## src/rtl/sck_div_pkg.sv

```systemverilog
package sck_div_pkg;
    localparam int unsigned SEL_W_DEF   = 2;
    localparam int unsigned HALF_W_DEF  = 6;
    localparam int unsigned HALF_FLOOR  = 4;
endpackage

```

## src/rtl/sck_prescale.sv

```systemverilog
module sck_prescale #(
    parameter int unsigned SEL_W = sck_div_pkg::SEL_W_DEF,
    localparam int unsigned CNT_W = 1 << SEL_W
) (
    input  logic             clk_i,
    input  logic             rst_ni,
    input  logic             run_i,
    input  logic [SEL_W-1:0] sel_i,
    output logic             tick_o
);
    typedef struct packed {
        logic [CNT_W-1:0] cnt;
    } pre_st_t;

    pre_st_t st_d, st_q;
    logic [CNT_W-1:0] last;

    always_comb begin
        last   = ~({CNT_W{1'b1}} << ({1'b0, sel_i} + {{SEL_W{1'b0}}, 1'b1}));
        tick_o = run_i && (st_q.cnt == last);
        st_d   = st_q;
        if (!run_i) begin
            st_d.cnt = '0;
        end else if (tick_o) begin
            st_d.cnt = '0;
        end else begin
            st_d.cnt = st_q.cnt + 1'b1;
        end
    end

    always_ff @(posedge clk_i) begin
        if (!rst_ni) begin
            st_q <= '0;
        end else begin
            st_q <= st_d;
        end
    end

    AST_PRE_BOUND: assert property (@(posedge clk_i) disable iff (!rst_ni)
        run_i |-> (st_q.cnt <= last));
endmodule

```

## src/rtl/sck_halfdiv.sv

```systemverilog
module sck_halfdiv #(
    parameter int unsigned HALF_W = sck_div_pkg::HALF_W_DEF
) (
    input  logic              clk_i,
    input  logic              rst_ni,
    input  logic              run_i,
    input  logic              tick_i,
    input  logic [HALF_W-1:0] span_i,
    output logic              flip_o
);
    typedef struct packed {
        logic [HALF_W-1:0] cnt;
    } half_st_t;

    half_st_t st_d, st_q;

    always_comb begin
        flip_o = tick_i && (st_q.cnt == span_i);
        st_d   = st_q;
        if (!run_i) begin
            st_d.cnt = '0;
        end else if (flip_o) begin
            st_d.cnt = '0;
        end else if (tick_i) begin
            st_d.cnt = st_q.cnt + 1'b1;
        end
    end

    always_ff @(posedge clk_i) begin
        if (!rst_ni) begin
            st_q <= '0;
        end else begin
            st_q <= st_d;
        end
    end

    AST_HALF_BOUND: assert property (@(posedge clk_i) disable iff (!rst_ni)
        run_i |-> (st_q.cnt <= span_i));
endmodule

```

## src/rtl/sck_edge_gen.sv

```systemverilog
module sck_edge_gen (
    input  logic clk_i,
    input  logic rst_ni,
    input  logic run_i,
    input  logic flip_i,
    input  logic pol_cfg_i,
    input  logic idle_lvl_i,
    output logic sck_o,
    output logic lead_o,
    output logic trail_o
);
    typedef struct packed {
        logic sck;
        logic lead;
        logic trail;
    } edge_st_t;

    edge_st_t st_d, st_q;

    always_comb begin
        st_d       = st_q;
        st_d.lead  = 1'b0;
        st_d.trail = 1'b0;
        if (!run_i) begin
            st_d.sck = idle_lvl_i;
        end else if (flip_i) begin
            st_d.sck   = ~st_q.sck;
            st_d.lead  = (st_q.sck == pol_cfg_i);
            st_d.trail = (st_q.sck != pol_cfg_i);
        end
    end

    always_ff @(posedge clk_i) begin
        if (!rst_ni) begin
            st_q <= '0;
        end else begin
            st_q <= st_d;
        end
    end

    assign sck_o   = st_q.sck;
    assign lead_o  = st_q.lead;
    assign trail_o = st_q.trail;

    AST_ONE_STROBE: assert property (@(posedge clk_i) disable iff (!rst_ni)
        !(st_q.lead && st_q.trail));
    AST_STROBE_ON_EDGE: assert property (@(posedge clk_i) disable iff (!rst_ni)
        (st_q.lead || st_q.trail) |-> (st_q.sck != $past(st_q.sck)));
    AST_IDLE_LEVEL: assert property (@(posedge clk_i) disable iff (!rst_ni)
        !run_i |=> (st_q.sck == $past(idle_lvl_i)) && !st_q.lead && !st_q.trail);
endmodule

```

## src/rtl/spi_sck_divider.sv

```systemverilog
module spi_sck_divider #(
    parameter int unsigned SEL_W  = sck_div_pkg::SEL_W_DEF,
    parameter int unsigned HALF_W = sck_div_pkg::HALF_W_DEF,
    parameter int unsigned FLOOR  = sck_div_pkg::HALF_FLOOR
) (
    input  logic              clk_i,
    input  logic              rst_ni,
    input  logic              en_i,
    input  logic              cpol_i,
    input  logic [SEL_W-1:0]  div_i,
    input  logic [HALF_W-1:0] brg_i,
    output logic              sck_o,
    output logic              lead_o,
    output logic              trail_o
);
    localparam logic [HALF_W-1:0] FLOOR_V = HALF_W'(FLOOR);

    typedef struct packed {
        logic [SEL_W-1:0]  sel;
        logic [HALF_W-1:0] span;
        logic              pol;
    } cfg_t;

    cfg_t cfg_d, cfg_q;
    logic tick, flip;

    always_comb begin
        cfg_d = cfg_q;
        if (!en_i) begin
            cfg_d.sel  = div_i;
            cfg_d.span = (brg_i < FLOOR_V) ? FLOOR_V : brg_i;
            cfg_d.pol  = cpol_i;
        end
    end

    always_ff @(posedge clk_i) begin
        if (!rst_ni) begin
            cfg_q <= '{sel: '0, span: FLOOR_V, pol: 1'b0};
        end else begin
            cfg_q <= cfg_d;
        end
    end

    sck_prescale #(.SEL_W(SEL_W)) u_pre (
        .clk_i  (clk_i),
        .rst_ni (rst_ni),
        .run_i  (en_i),
        .sel_i  (cfg_q.sel),
        .tick_o (tick)
    );

    sck_halfdiv #(.HALF_W(HALF_W)) u_half (
        .clk_i  (clk_i),
        .rst_ni (rst_ni),
        .run_i  (en_i),
        .tick_i (tick),
        .span_i (cfg_q.span),
        .flip_o (flip)
    );

    sck_edge_gen u_edge (
        .clk_i      (clk_i),
        .rst_ni     (rst_ni),
        .run_i      (en_i),
        .flip_i     (flip),
        .pol_cfg_i  (cfg_q.pol),
        .idle_lvl_i (cpol_i),
        .sck_o      (sck_o),
        .lead_o     (lead_o),
        .trail_o    (trail_o)
    );

    AST_CFG_FROZEN: assert property (@(posedge clk_i) disable iff (!rst_ni)
        $past(en_i) |-> $stable(cfg_q));
    AST_SPAN_FLOOR: assert property (@(posedge clk_i) disable iff (!rst_ni)
        cfg_q.span >= FLOOR_V);
endmodule

```

## config.mk

```make
export PLATFORM = sky130hd
export DESIGN_NAME = spi_sck_divider
export DESIGN_NICKNAME = d
export VERILOG_FILES = /design/src/rtl/sck_div_pkg.sv /design/src/rtl/sck_prescale.sv /design/src/rtl/sck_halfdiv.sv /design/src/rtl/sck_edge_gen.sv /design/src/rtl/spi_sck_divider.sv
export SDC_FILE = /design/constraint.sdc
export NUM_CORES = 1
export LEC_CHECK = 0
export BUFFER_PORTS_ARGS = -buffer_cell sky130_fd_sc_hd__buf_2
export CORE_MARGIN = 2
export CORE_UTILIZATION = 54
export DETAILED_ROUTE_END_ITERATION = 10
export PLACE_DENSITY = 0.79
export SYNTH_ARGS = -nofsm -noshare
export SYNTH_HDL_FRONTEND = slang
export SYNTH_HIERARCHICAL = 1
export SYNTH_SLANG_ARGS = --single-unit
```

## constraint.sdc

```tcl
create_clock -name clk_i -period 3.9 [get_ports clk_i]
set_clock_uncertainty 0.15 [all_clocks]
set_input_delay 0.39 -clock clk_i [delete_from_list [all_inputs] [get_ports clk_i]]
set_output_delay 0.39 -clock clk_i [all_outputs]
set_load 0.05 [all_outputs]
```

* After elaboration in Yosys (flattened, before gate mapping)
Cells that the tools add are included.
** Cells by class
- Reductions and logical operators :: 5
- Shifts and indexed selects :: 1
- Magnitude comparators :: 1
- $add $sub $neg :: 3
- Eq/ne operators :: 5
- Mux-type cells :: 3
- Bitwise operators :: 4
** Operators with widths (number)
- 6-bit by 1-bit adder with 6-bit output, second input constant :: 1
- 6-bit == test :: 1
- 6-bit by 3-bit < comparator with 1-bit output, second input constant :: 1
- 6-bit two-way mux :: 1
- 3-bit OR reduction :: 2
- 4-bit by 1-bit adder with 4-bit output, second input constant :: 1
- 4-bit == test :: 1
- 4-bit NOT :: 1
- 4-bit by 3-bit << shifter with 4-bit output, first input constant :: 1
- 2-bit by 1-bit adder with 3-bit output, second input constant :: 1
- 3-bit two-way mux :: 1
- 1-bit NOT :: 3
- 3-bit AND reduction :: 1
- 1-bit logical AND :: 2
- 2-bit by 1-bit != test with 1-bit output, second input constant :: 1
- 1-bit == test :: 1
- 1-bit two-way mux :: 1
- 1-bit != test :: 1
** Word-level totals
- Output and inout bits :: 3
- Logic and storage cells :: 30
- Register bits after elaboration :: 22
- Input bits :: 12

* Longest topological paths before layout
Gate-level depths: netlist of run 1.
- Depth after elaboration :: 8
- Mapped depth :: 9
- Gate-level depth less buffers :: 7

* Modules after synthesis
Netlist of run 1, hierarchy kept.
** By module, submodules not included
- spi_sck_divider :: cells an instance 33, area an instance 375.4 um2, sequential area each 180.2 um2, instances 1
- sck_halfdiv :: cells an instance 37, area an instance 367.9 um2, sequential area each 120.1 um2, instances 1
- sck_prescale :: cells an instance 24, area an instance 212.7 um2, sequential area each 80.1 um2, instances 1
- sck_edge_gen :: cells an instance 10, area an instance 105.1 um2, sequential area each 60.1 um2, instances 1

* Worst setup path before layout of run 1
OpenSTA, ideal clock, no wires.
- Path kind :: input -> register
- Start point :: input port en_i
- End point :: register u_edge.st_q, in the netlist u_edge/trail_o
- Library setup time :: 0.057 ns
- Setup slack :: 1.881 ns
- Cell stages on the path :: 9
- Arrival :: 1.812 ns
- Data required time :: 3.693 ns
- Cell sequence :: nand2_1 -> nor3_1 -> and3_1 -> buf_2 -> and4_4 -> buf_6 -> and2_1 -> nand3_1 -> and2b_2
** On the way
- Word-level cells in the longest chain between the ends :: 3
** RTL lines
- start: declaration :: RTL line spi_sck_divider.sv:8 : input logic en_i,
- 1-bit logical AND :: RTL line sck_prescale.sv:20 : tick_o = run_i && (st_q.cnt == last);
- via tick :: RTL line spi_sck_divider.sv:25 : logic tick, flip;
- 1-bit logical AND :: RTL line sck_halfdiv.sv:18 : flip_o = tick_i && (st_q.cnt == span_i);
- via flip :: RTL line spi_sck_divider.sv:25
- 3-bit AND reduction (no line)
- end signal: assignment :: RTL line sck_edge_gen.sv:37 : st_q <= st_d;
- end: declaration :: RTL line sck_edge_gen.sv:18 : edge_st_t st_d, st_q;
The timed path passes the listed nets, and every way through them passes these cells.
A chain may end at the register's enable or synchronous reset.

* Final worst setup path of run 1
- Start point :: input port en_i
- End point :: register u_half/st_q[5] in the netlist's numbering
** On the way
- Word-level cells in the longest chain between the ends :: 3
** RTL lines
- 1-bit logical AND * :: RTL line sck_prescale.sv:20
- via tick :: RTL line spi_sck_divider.sv:25
- 1-bit logical AND :: RTL line sck_halfdiv.sv:18
- 3-bit OR reduction (no line)
- end signal: assignment :: RTL line sck_halfdiv.sv:33 : st_q <= st_d;
- end: declaration :: RTL line sck_halfdiv.sv:15 : half_st_t st_d, st_q;
The timed path passes the listed nets; every way through them passes the cells marked *.

==> results of run 1 <==
-- worst max-delay path, delay by kind of cell --
family          cells  cell delay, ns
buf+inv             1            0.31
simple gates        5            1.41
compound gates      1            0.25
-- kinds of logic (layout without fill, tap and decap cells) --
kind of cell,after synthesis,in the layout,synth area share [%]
AO/OA/AOI/OAI,16,16,11.79
buffers and inverters,6,20,3.774
XOR/XNOR,14,14,11.56
adder cells (fa/ha/maj),2,2,2.358
flip-flops,22,22,41.51
AND/OR/NAND/NOR,37,37,22.41
multiplexers,7,7,6.604
-- final timing paths --
check	to	slack [ns]	cells after the start
setup / recovery	u_half/st_q[5]	1.61	7
hold / removal	cfg_q[1]	0.16	3
setup reg to reg	u_half/st_q[5]	1.63	6
hold reg to reg	u_pre/st_q[0]	0.34	1
-- flip-flops by register name, summed over array words and instances, names as in the netlist --
signal / cells
u_half/st_q: 6
cfg_q: 9
u_edge/lead_o: 1
u_edge/trail_o: 1
u_edge/sck_o: 1
u_pre/st_q: 4
-- stage by stage --
step / area, µm² / utilization (%)
after detailed placement: 1132 / 59.54
after global routing: 1185 / 62.30
after floorplan: 1061 / -
after CTS: 1185 / 62.30
after global placement: 1132 / 59.54
final: 1185 / 62.30
-- cell usage after synthesis (all sizes together), types with 2 or more instances --
cell	count	area, µm²
dfxtp	22	440.4
xor2	8	70.07
mux2i	7	70.07
nand3	7	35.03
nor2b	7	43.79
xnor2	6	52.55
a211oi	5	37.54
nand2	5	18.77
buf	4	32.53
nand4	3	18.77
nor3	3	20.02
a311oi	2	17.52
ha	2	25.02
inv	2	7.510
nand2b	2	20.02
nor2	2	7.510
o21ai	2	10.01
o31ai	2	15.01
-- area by class of cell --
type                    count  area [µm²]
fillers                   164       716.9
well taps                  27       33.78
flip-flops and latches     22       440.4
clock buffers               3       22.52
multi-input cells          76       580.6
inverters                   2       7.507
repair buffers             14       70.07
clock inverters             1       30.03
-- metal layers --
layer	vias up	global-route usage, %
met3	0	2.778
met5	-	0
li1	404	-
met1	348	22.51
met2	18	27.78
met4	0	7.143
-- power breakdown --
part | internal (mW) | total, mW | switching (mW)
Sequential | 0.232 | 0.239 | 0.00683
Clock | 0.104 | 0.171 | 0.0676
Combinational | 0.0192 | 0.0441 | 0.0249
==> flow_summary_export.csv, run 1 <==
group,metric,value,unit
global_routing,grt_pass1_vias,728,
global_routing,overflow,0,
setup_path,r2r-start,"cfg_q[8]",
timing,tightest_slew,0.4181,ns
timing,maxSlewHeadroom,71.97,%
synthesis,synthArstFlopShare,0,%
global_routing,antenna_found_initial,0,
routing,drt-total-wl,1.848,mm
floorplanning,initial_utilization,55.79,%
setup_path,critPathMaxStageDelay,0.39,ns
synthesis,postSynthCellCount,104,
floorplanning,die_h,48.33,µm
setup_path,critPathKind,"in -> reg",
floorplanning,row_count,16,
timing,slew_viol_final,0,
cells_and_area,mostFrequentLayoutCells,"dfxtp_1, buf_2, xor2_1",
run_status,outcome,"completed",
timing,layout_min_cycle_time,2.286,ns
clock_network,worstSkewPairLatency,0.30,ns
clock_network,postCtsSetupBuffers,0,
routing,drtIter0Drc,21,
synthesis,synth_ff_type,"dfxtp_1",
timing,hold_violations,0,
min_path,min_from,"brg_i[0]",
synthesis,yosysSeqAreaShare,41.51,%
routing,viasPerCell,5.310,
place,portBuffers,14,
setup_path,start_kind,"input port",
synthesis,postSynthAreaPerCell,10.20,µm²
synthesis,synth_edf_count,0,
cells_and_area,syn2layout_area_growth,11.67,%
place,dp_cells,141,
clock_network,clk_pin_slew,0.12,ns
place,gp_congestion,0.8336,
setup_path,cp.required,3.97,ns
setup_path,critical_path_peak_fanout,17,
timing,rsz0062_at_grt,"no",
power,powerDensity,383.5,nW/µm²
setup_path,slowest_stage,"nor3_1",
timing,fin_crit_sh,58.61,%
timing,finalSetupViolCount,0,
setup_path,worstSetupStartpoint,"en_i",
floorplanning,die_w,48.33,µm
cells_and_area,finalNonFillerCells,145,
clock_network,htreeDepth,1,
cells_and_area,final_common_cell,"dfxtp_1",
synthesis,syn_nets,118,
routing,wl_met1,888,µm
synthesis,ys_warn_count,6,
clock_network,cts_tree,"done",
routing,drt-pass1-iter-count,6,
clock_network,cts_root_buf,"clkbuf_4",
timing,fin_ws,1.614,ns
timing,tns,0,ns
setup_path,arrival,2.36,ns
setup_path,crit_chain,"buf_2, nand2_1, nor3_1, and3_1, nand3_1, or3_1, a221oi_2",
power,power,454.4,µW
routing,met3WireLength,84,µm
global_routing,grt_start_max_net_pins,18,
floorplanning,io_pins,15,
cells_and_area,finalNetCount,133,
floorplanning,dieArea,2335,µm²
clock_network,clock-sinks,22,
routing,antenna_left,0,
min_path,hp-class,"in -> reg",
place,dp_slack,1.330,ns
timing,whs,0.1633,ns
routing,wl_met2,875,µm
place,hpwlAfterDp,1.413,mm
clock_network,clockBufferDepth,2,
global_routing,grt_use_total,17.02,%
clock_network,hold_buffers,0,
global_routing,grt_pass1_wl,3.125,mm
routing,drc,0,
clock_network,ctsResizeCount,0,
power,p_leak,0.4746,nW
routing,top_layer_used,"met3",
routing,wl_per_cell,12.74,µm
run,maxCapViolations,0,
synthesis,synth_area,1061,µm²
cells_and_area,drive_above_1_share,20.34,%
cells_and_area,insertedDiodeCount,0,
power,vdd.ir_drop.worst,0.2671,mV
timing,fmax,437.5,MHz
setup_path,cp-end-kind,"flop",
routing,route.vias.total,770,
synthesis,ys_ff_latch,22,
floorplanning,design.core.area,1902,µm²
clock_network,numCtsBuffers,3,
synthesis,synth.distinct_cells,34,
Note: power is estimated with default switching activity, not from simulation.
==> run 2: changes to the inputs <==
Clock period 3.9 ns to 2.31 ns, I/O delays scaled along.
==> run 2 against run 1 <==
  * Power grew 52%
  * Non-clock buffer count rose by 5
  * Critical endpoint unchanged
  * Sequential power increased by 69%
  * Critical path depth fell by 1
  * Largest power group unchanged
  * Cell count grew 3.4%
  * Routed wire length shrank 6.2%
  * Register-to-register slack worse by 1.4 ns
  * Design area increased by 2.2%
  * Worst hold slack lost 0.13 ns
  * Global-route usage is 0.59 points lower
==> flow_summary_export.csv, run 2 (same netlist as run 1, synthesis figures left out) <==
group,metric,value,unit
run_status,outcome,"completed",
floorplanning,io_pins,15,
floorplanning,die_h,48.33,µm
global_routing,grt_use_total,16.43,%
global_routing,antenna_found_initial,0,
setup_path,cp.required,2.39,ns
cells_and_area,finalNonFillerCells,150,
cells_and_area,drive_above_1_share,21.95,%
routing,antenna_left,0,
global_routing,top_usage_layer,"met2",
clock_network,worstSkewPairLatency,0.30,ns
timing,maxSlewHeadroom,74.31,%
global_routing,use_met2,25.00,%
min_path,min_from,"div_i[0]",
setup_path,arrival,2.13,ns
global_routing,grt_util_met1,22.16,%
clock_network,htreeDepth,1,
global_routing,overflow,0,
global_routing,grt_start_max_net_pins,17,
place,portBuffers,14,
setup_path,cp-end-kind,"flop",
power,powerDensity,570.3,nW/µm²
timing,fin_crit_sh,88.80,%
cells_and_area,insertedDiodeCount,0,
place,gp_congestion,0.8683,
global_routing,met3_usage,2.469,%
cells_and_area,final_common_cell,"dfxtp_1",
setup_path,crit_chain,"nor3b_1, nor3_1, and3_1, nand3_1, or3_1, a221oi_2",
place,hpwlAfterDp,1.315,mm
place,dp_slack,0.2862,ns
setup_path,critPathKind,"reg -> reg",
timing,finalSetupViolCount,0,
clock_network,clock-sinks,22,
timing,hold_violations,0,
routing,wl_per_cell,11.56,µm
cells_and_area,top_regs,"cfg_q (9), u_half/st_q (6), u_pre/st_q (4)",
setup_path,worstSetupStartpoint,"cfg_q[8]",
floorplanning,dieArea,2335,µm²
cells_and_area,final_area,1211,µm²
routing,drt-pass1-iter-count,4,
clock_network,clk_pin_slew,0.11,ns
timing,layout_min_cycle_time,2.051,ns
timing,tns,0,ns
clock_network,cts_tree,"done",
routing,drtIter0Drc,14,
timing,fin_ws,0.2586,ns
setup_path,r2r-start,"cfg_q[8]",
cells_and_area,largest_register_ffs,9,
routing,drc,0,
timing,tightest_slew,0.3824,ns
cells_and_area,mostFrequentLayoutCells,"dfxtp_1, buf_2, xor2_1",
clock_network,clockBufferDepth,2,
global_routing,grt_pass1_vias,703,
floorplanning,initial_utilization,55.79,%
global_routing,grt_pass1_wl,3.001,mm
cells_and_area,syn2layout_area_growth,14.15,%
timing,rsz0062_at_grt,"no",
floorplanning,design.core.area,1902,µm²
power,vdd.ir_drop.worst,0.4190,mV
routing,route.vias.total,803,
run,maxCapViolations,0,
floorplanning,row_count,16,
min_path,hp-class,"in -> reg",
clock_network,cts_root_buf,"clkbuf_4",
clock_network,numCtsBuffers,3,
routing,viasPerCell,5.353,
power,p_leak,0.4909,nW
floorplanning,die_w,48.33,µm
setup_path,slowest_stage,"dfxtp_1",
cells_and_area,finalNetCount,138,
cells_and_area,regMostFlops,"cfg_q",
routing,drt-total-wl,1.734,mm
setup_path,start_kind,"flop",
timing,fmax,487.5,MHz
power,power,690.7,µW
place,dp_cells,144,
place,dpl-instance-area,1155,µm²
timing,slew_viol_final,0,
clock_network,postCtsSetupBuffers,0,
setup_path,critPathMaxStageDelay,0.43,ns
setup_path,critical_path_peak_fanout,6,
==> run 2: changes by cell type in the layout (fill, tap and decap cells not counted), sizes merged <==
| cell | before | now |
|---|---|---|
| buf | 14 | 17 |
| bufinv | 1 | 0 |
| clkbuf | 3 | 4 |
| dlygate4sd3 | 0 | 2 |
==> run 2: worst max-delay path, delay by kind of cell, from the launching register on <==
kind            cells  cell delay, ns
compound gates      1            0.23
flops               1            0.43
simple gates        5            1.19
==> run 2: through the flow <==
stage / hold slack [ns] / utilization [%]
after floorplan: 0.1704 / -
after global routing: 0.04901 / 63.68
after global placement: 0.2982 / 60.72
after CTS: 0.02683 / 63.68
after detailed placement: 0.3289 / 60.72
final: 0.03576 / 63.68
==> run 2: routing by layer <==
layer,vias up,part of all wire [%],wire (µm)
met4,0,1.7,29
met5,-,0,0
met1,362,46,806
met2,17,48,837
met3,4,3.4,59
li1,420,-,-
==> run 2: what timing repair did <==
item / in CTS / in global routing
hold buffers: 2 / 0
hold endpoints to repair: 2 / 0
resized for setup: 0 / 0
==> run 2: power by group <==
| group | internal, mW | total [mW] | switching (mW) |
|---|---|---|---|
| Combinational | 0.0390 | 0.0821 | 0.0431 |
| Sequential | 0.392 | 0.403 | 0.0109 |
| Clock | 0.0962 | 0.206 | 0.110 |
==> run 2: final cells by class <==
class	count	area, µm²
clock buffer	4	36.28
fill	175	690.7
inverter	2	7.507
multi-input combinational	76	580.6
sequential	22	440.4
tap	27	33.78
timing repair buffer	19	112.6
==> run 2: path summary, 6_finish.rpt <==
| kind | endpoint | depth (start not counted) | slack [ns] |
|---|---|---|---|
| setup / recovery | u_half/st_q[5] | 6 | 0.26 |
| hold / removal | cfg_q[7] | 3 | 0.04 |
| setup reg to reg | u_half/st_q[5] | 6 | 0.26 |
| hold reg to reg | u_pre/st_q[0] | 1 | 0.35 |
==> run 3: changes to the inputs <==
Settings changed: ABC_AREA from default to 1.
==> run 3 against run 2 <==
  * Sequential cell count did not move
  * Utilization rose by 1.7 points
  * Non-clock buffer count decreased by 2
  * Critical path type unchanged
  * Critical endpoint is now u_edge/sck_o
==> flow_summary_export.csv, run 3 <==
group,metric,value,unit
setup_path,start_kind,"flop",
setup_path,critPathKind,"reg -> reg",
clock_network,clk_pin_slew,0.12,ns
timing,tightest_slew,0.2592,ns
synthesis,ys_ff_latch,22,
clock_network,worstSkewPairLatency,0.31,ns
synthesis,synthTopCellsByCount,"nand2_1, nor2_1, inv_1",
floorplanning,die_h,49.34,µm
global_routing,grt_use_total,19.48,%
run,maxCapViolations,0,
cells_and_area,fin_util,65.34,%
cells_and_area,mostFrequentLayoutCells,"nand2_1, nor2_1, inv_1",
clock_network,cts_tree,"done",
cells_and_area,top_regs,"cfg_q (9), u_half/st_q (6), u_pre/st_q (4)",
synthesis,yosysSeqAreaShare,39.68,%
synthesis,synth_area,1110,µm²
cells_and_area,final_common_cell,"nand2_1",
power,powerDensity,550.9,nW/µm²
floorplanning,initial_utilization,57.15,%
global_routing,grt_pass1_wl,3.684,mm
routing,drt-pass1-iter-count,4,
power,p_leak,0.5945,nW
place,hpwlAfterDp,1.554,mm
power,clockPowerShare,29.7,%
synthesis,postSynthAreaPerCell,6.851,µm²
timing,tns,0,ns
synthesis,synth_top_cell_area_share,39.68,%
power,internal_power,524.6,µW
cells_and_area,regMostFlops,"cfg_q",
floorplanning,design.core.area,1942,µm²
synthesis,synth_area_leaders,"dfxtp_1, nand2_1, nor2_1, inv_1, xor2_1",
timing,rsz0062_at_grt,"no",
power,vdd.ir_drop.worst,0.4746,mV
global_routing,grt_pass1_vias,907,
routing,drt-total-wl,1.994,mm
synthesis,ys_warn_count,6,
power,p_switching,174.3,µW
global_routing,grt_start_max_net_pins,16,
synthesis,syn_nets,176,
clock_network,clock-sinks,22,
cells_and_area,insertedDiodeCount,0,
clock_network,postCtsSetupBuffers,0,
routing,antenna_left,0,
clock_network,htreeDepth,1,
timing,fin_crit_sh,83.54,%
timing,maxSlewHeadroom,82.63,%
routing,viasPerCell,4.689,
place,portBuffers,14,
routing,drc,0,
synthesis,synth_largest_area_cell,"dfxtp_1",
clock_network,clockBufferDepth,2,
power,power_switching_share,24.94,%
global_routing,overflow,0,
power,power,698.9,µW
cells_and_area,syn2layout_area_growth,14.32,%
global_routing,antenna_found_initial,0,
floorplanning,io_pins,15,
power,power_frac_seq,58.3,%
synthesis,synth_ff_type,"dfxtp_1",
timing,slew_viol_final,0,
place,gp_congestion,0.8700,
power,pwr-share-comb,12.0,%
cells_and_area,finalNetCount,197,
timing,layout_min_cycle_time,1.930,ns
timing,whs,0.03358,ns
floorplanning,row_count,16,
timing,finalSetupViolCount,0,
setup_path,critical_path_peak_fanout,5,
clock_network,hold_buffers,1,
clock_network,numCtsBuffers,3,
synthesis,synth_edf_count,0,
synthesis,yosys.cell_count.top_type,"nand2_1",
routing,drtIter0Drc,11,
cells_and_area,drive_above_1_share,15.93,%
timing,fmax,518.2,MHz
setup_path,arrival,2.03,ns
routing,wl_per_cell,9.541,µm
timing,hold_violations,0,
floorplanning,dieArea,2434,µm²
cells_and_area,nFillCells,187,
setup_path,cp-end-kind,"flop",
setup_path,cp.required,2.41,ns
clock_network,cts_root_buf,"clkbuf_4",
cells_and_area,largest_register_ffs,9,
synthesis,postSynthCellCount,162,
synthesis,synth.distinct_cells,22,
synthesis,synthArstFlopShare,0,%
clock_network,ctsResizeCount,0,
run_status,outcome,"completed",
routing,route.vias.total,980,
min_path,hp-class,"in -> reg",
floorplanning,die_w,49.34,µm
[run 3: worst paths after layout]
check | cells after the start | startpoint | endpoint | slack [ns]
hold reg to reg | 2 | cfg_q[4] | cfg_q[4] | 0.36
hold / removal | 3 | brg_i[5] | cfg_q[6] | 0.03
setup / recovery | 14 | u_pre/st_q[0] | u_edge/sck_o | 0.38
setup reg to reg | 14 | u_pre/st_q[0] | u_edge/sck_o | 0.38
[run 3: logic make-up (layout without fill, tap and decap cells)]
| kind of cell | count (synthesis) | count (layout) | share of synthesized area (%) |
|---|---|---|---|
| AOI/OAI and AO/OA | 17 | 17 | 9.809 |
| DFF | 22 | 22 | 39.68 |
| xor gates and xnor gates | 8 | 8 | 6.314 |
| and+or+nand+nor | 83 | 83 | 31.12 |
| buffers and inverters | 30 | 50 | 10.82 |
| adders and majority gates | 2 | 2 | 2.254 |
[run 3: routing by layer]
layer  part of all wire, %  track usage (%)  vias to the layer above
li1                      -                -                      530
met1                    46            23.52                      426
met2                    49            33.33                       19
met3                   3.4            3.681                        5
met4                   1.8            8.571                        0
met5                     0                0                        -
[run 3: layout make-up]
class | instances | area (µm²) | area share, %
multi-input combinational | 110 | 549.3 | 43.29
sequential | 22 | 440.4 | 34.71
inverter | 29 | 108.9 | 8.580
timing repair buffer | 17 | 100.1 | 7.890
clock buffer | 4 | 36.28 | 2.860
tap | 27 | 33.78 | 2.663
[run 3: metrics by stage]
stage	worst slack [ns]	area, µm²	cells
6_report	0.3802	1269	209
5_1_grt	0.1687	1269	209
4_1_cts	0.3716	1249	207
3_5_place_dp	0.3042	1202	202
3_3_place_gp	0.3948	1202	202
2_1_floorplan	0.5678	1110	162
[run 3: critical path, stage by stage (launching register included)]
cell,delay [ns]
dfxtp_1,0.40
nand2_1,0.07
inv_1,0.06
nand2_1,0.04
nor2_1,0.10
nand3_2,0.09
inv_1,0.16
inv_2,0.06
a21oi_1,0.14
nand3_2,0.11
nor2_1,0.19
inv_1,0.07
nand2_1,0.07
nand2_1,0.06
a21oi_2,0.10
[run 3: power by group through the flow]
stage / clock, mW / sequential, mW / combinational (mW)
after floorplan: 0 / 0.417 / 0.0519
after global placement: 0 / 0.415 / 0.0763
after detailed placement: 0 / 0.416 / 0.0800
after CTS: 0.213 / 0.408 / 0.0817
after global routing: 0.236 / 0.410 / 0.0949
final: 0.208 / 0.408 / 0.0836
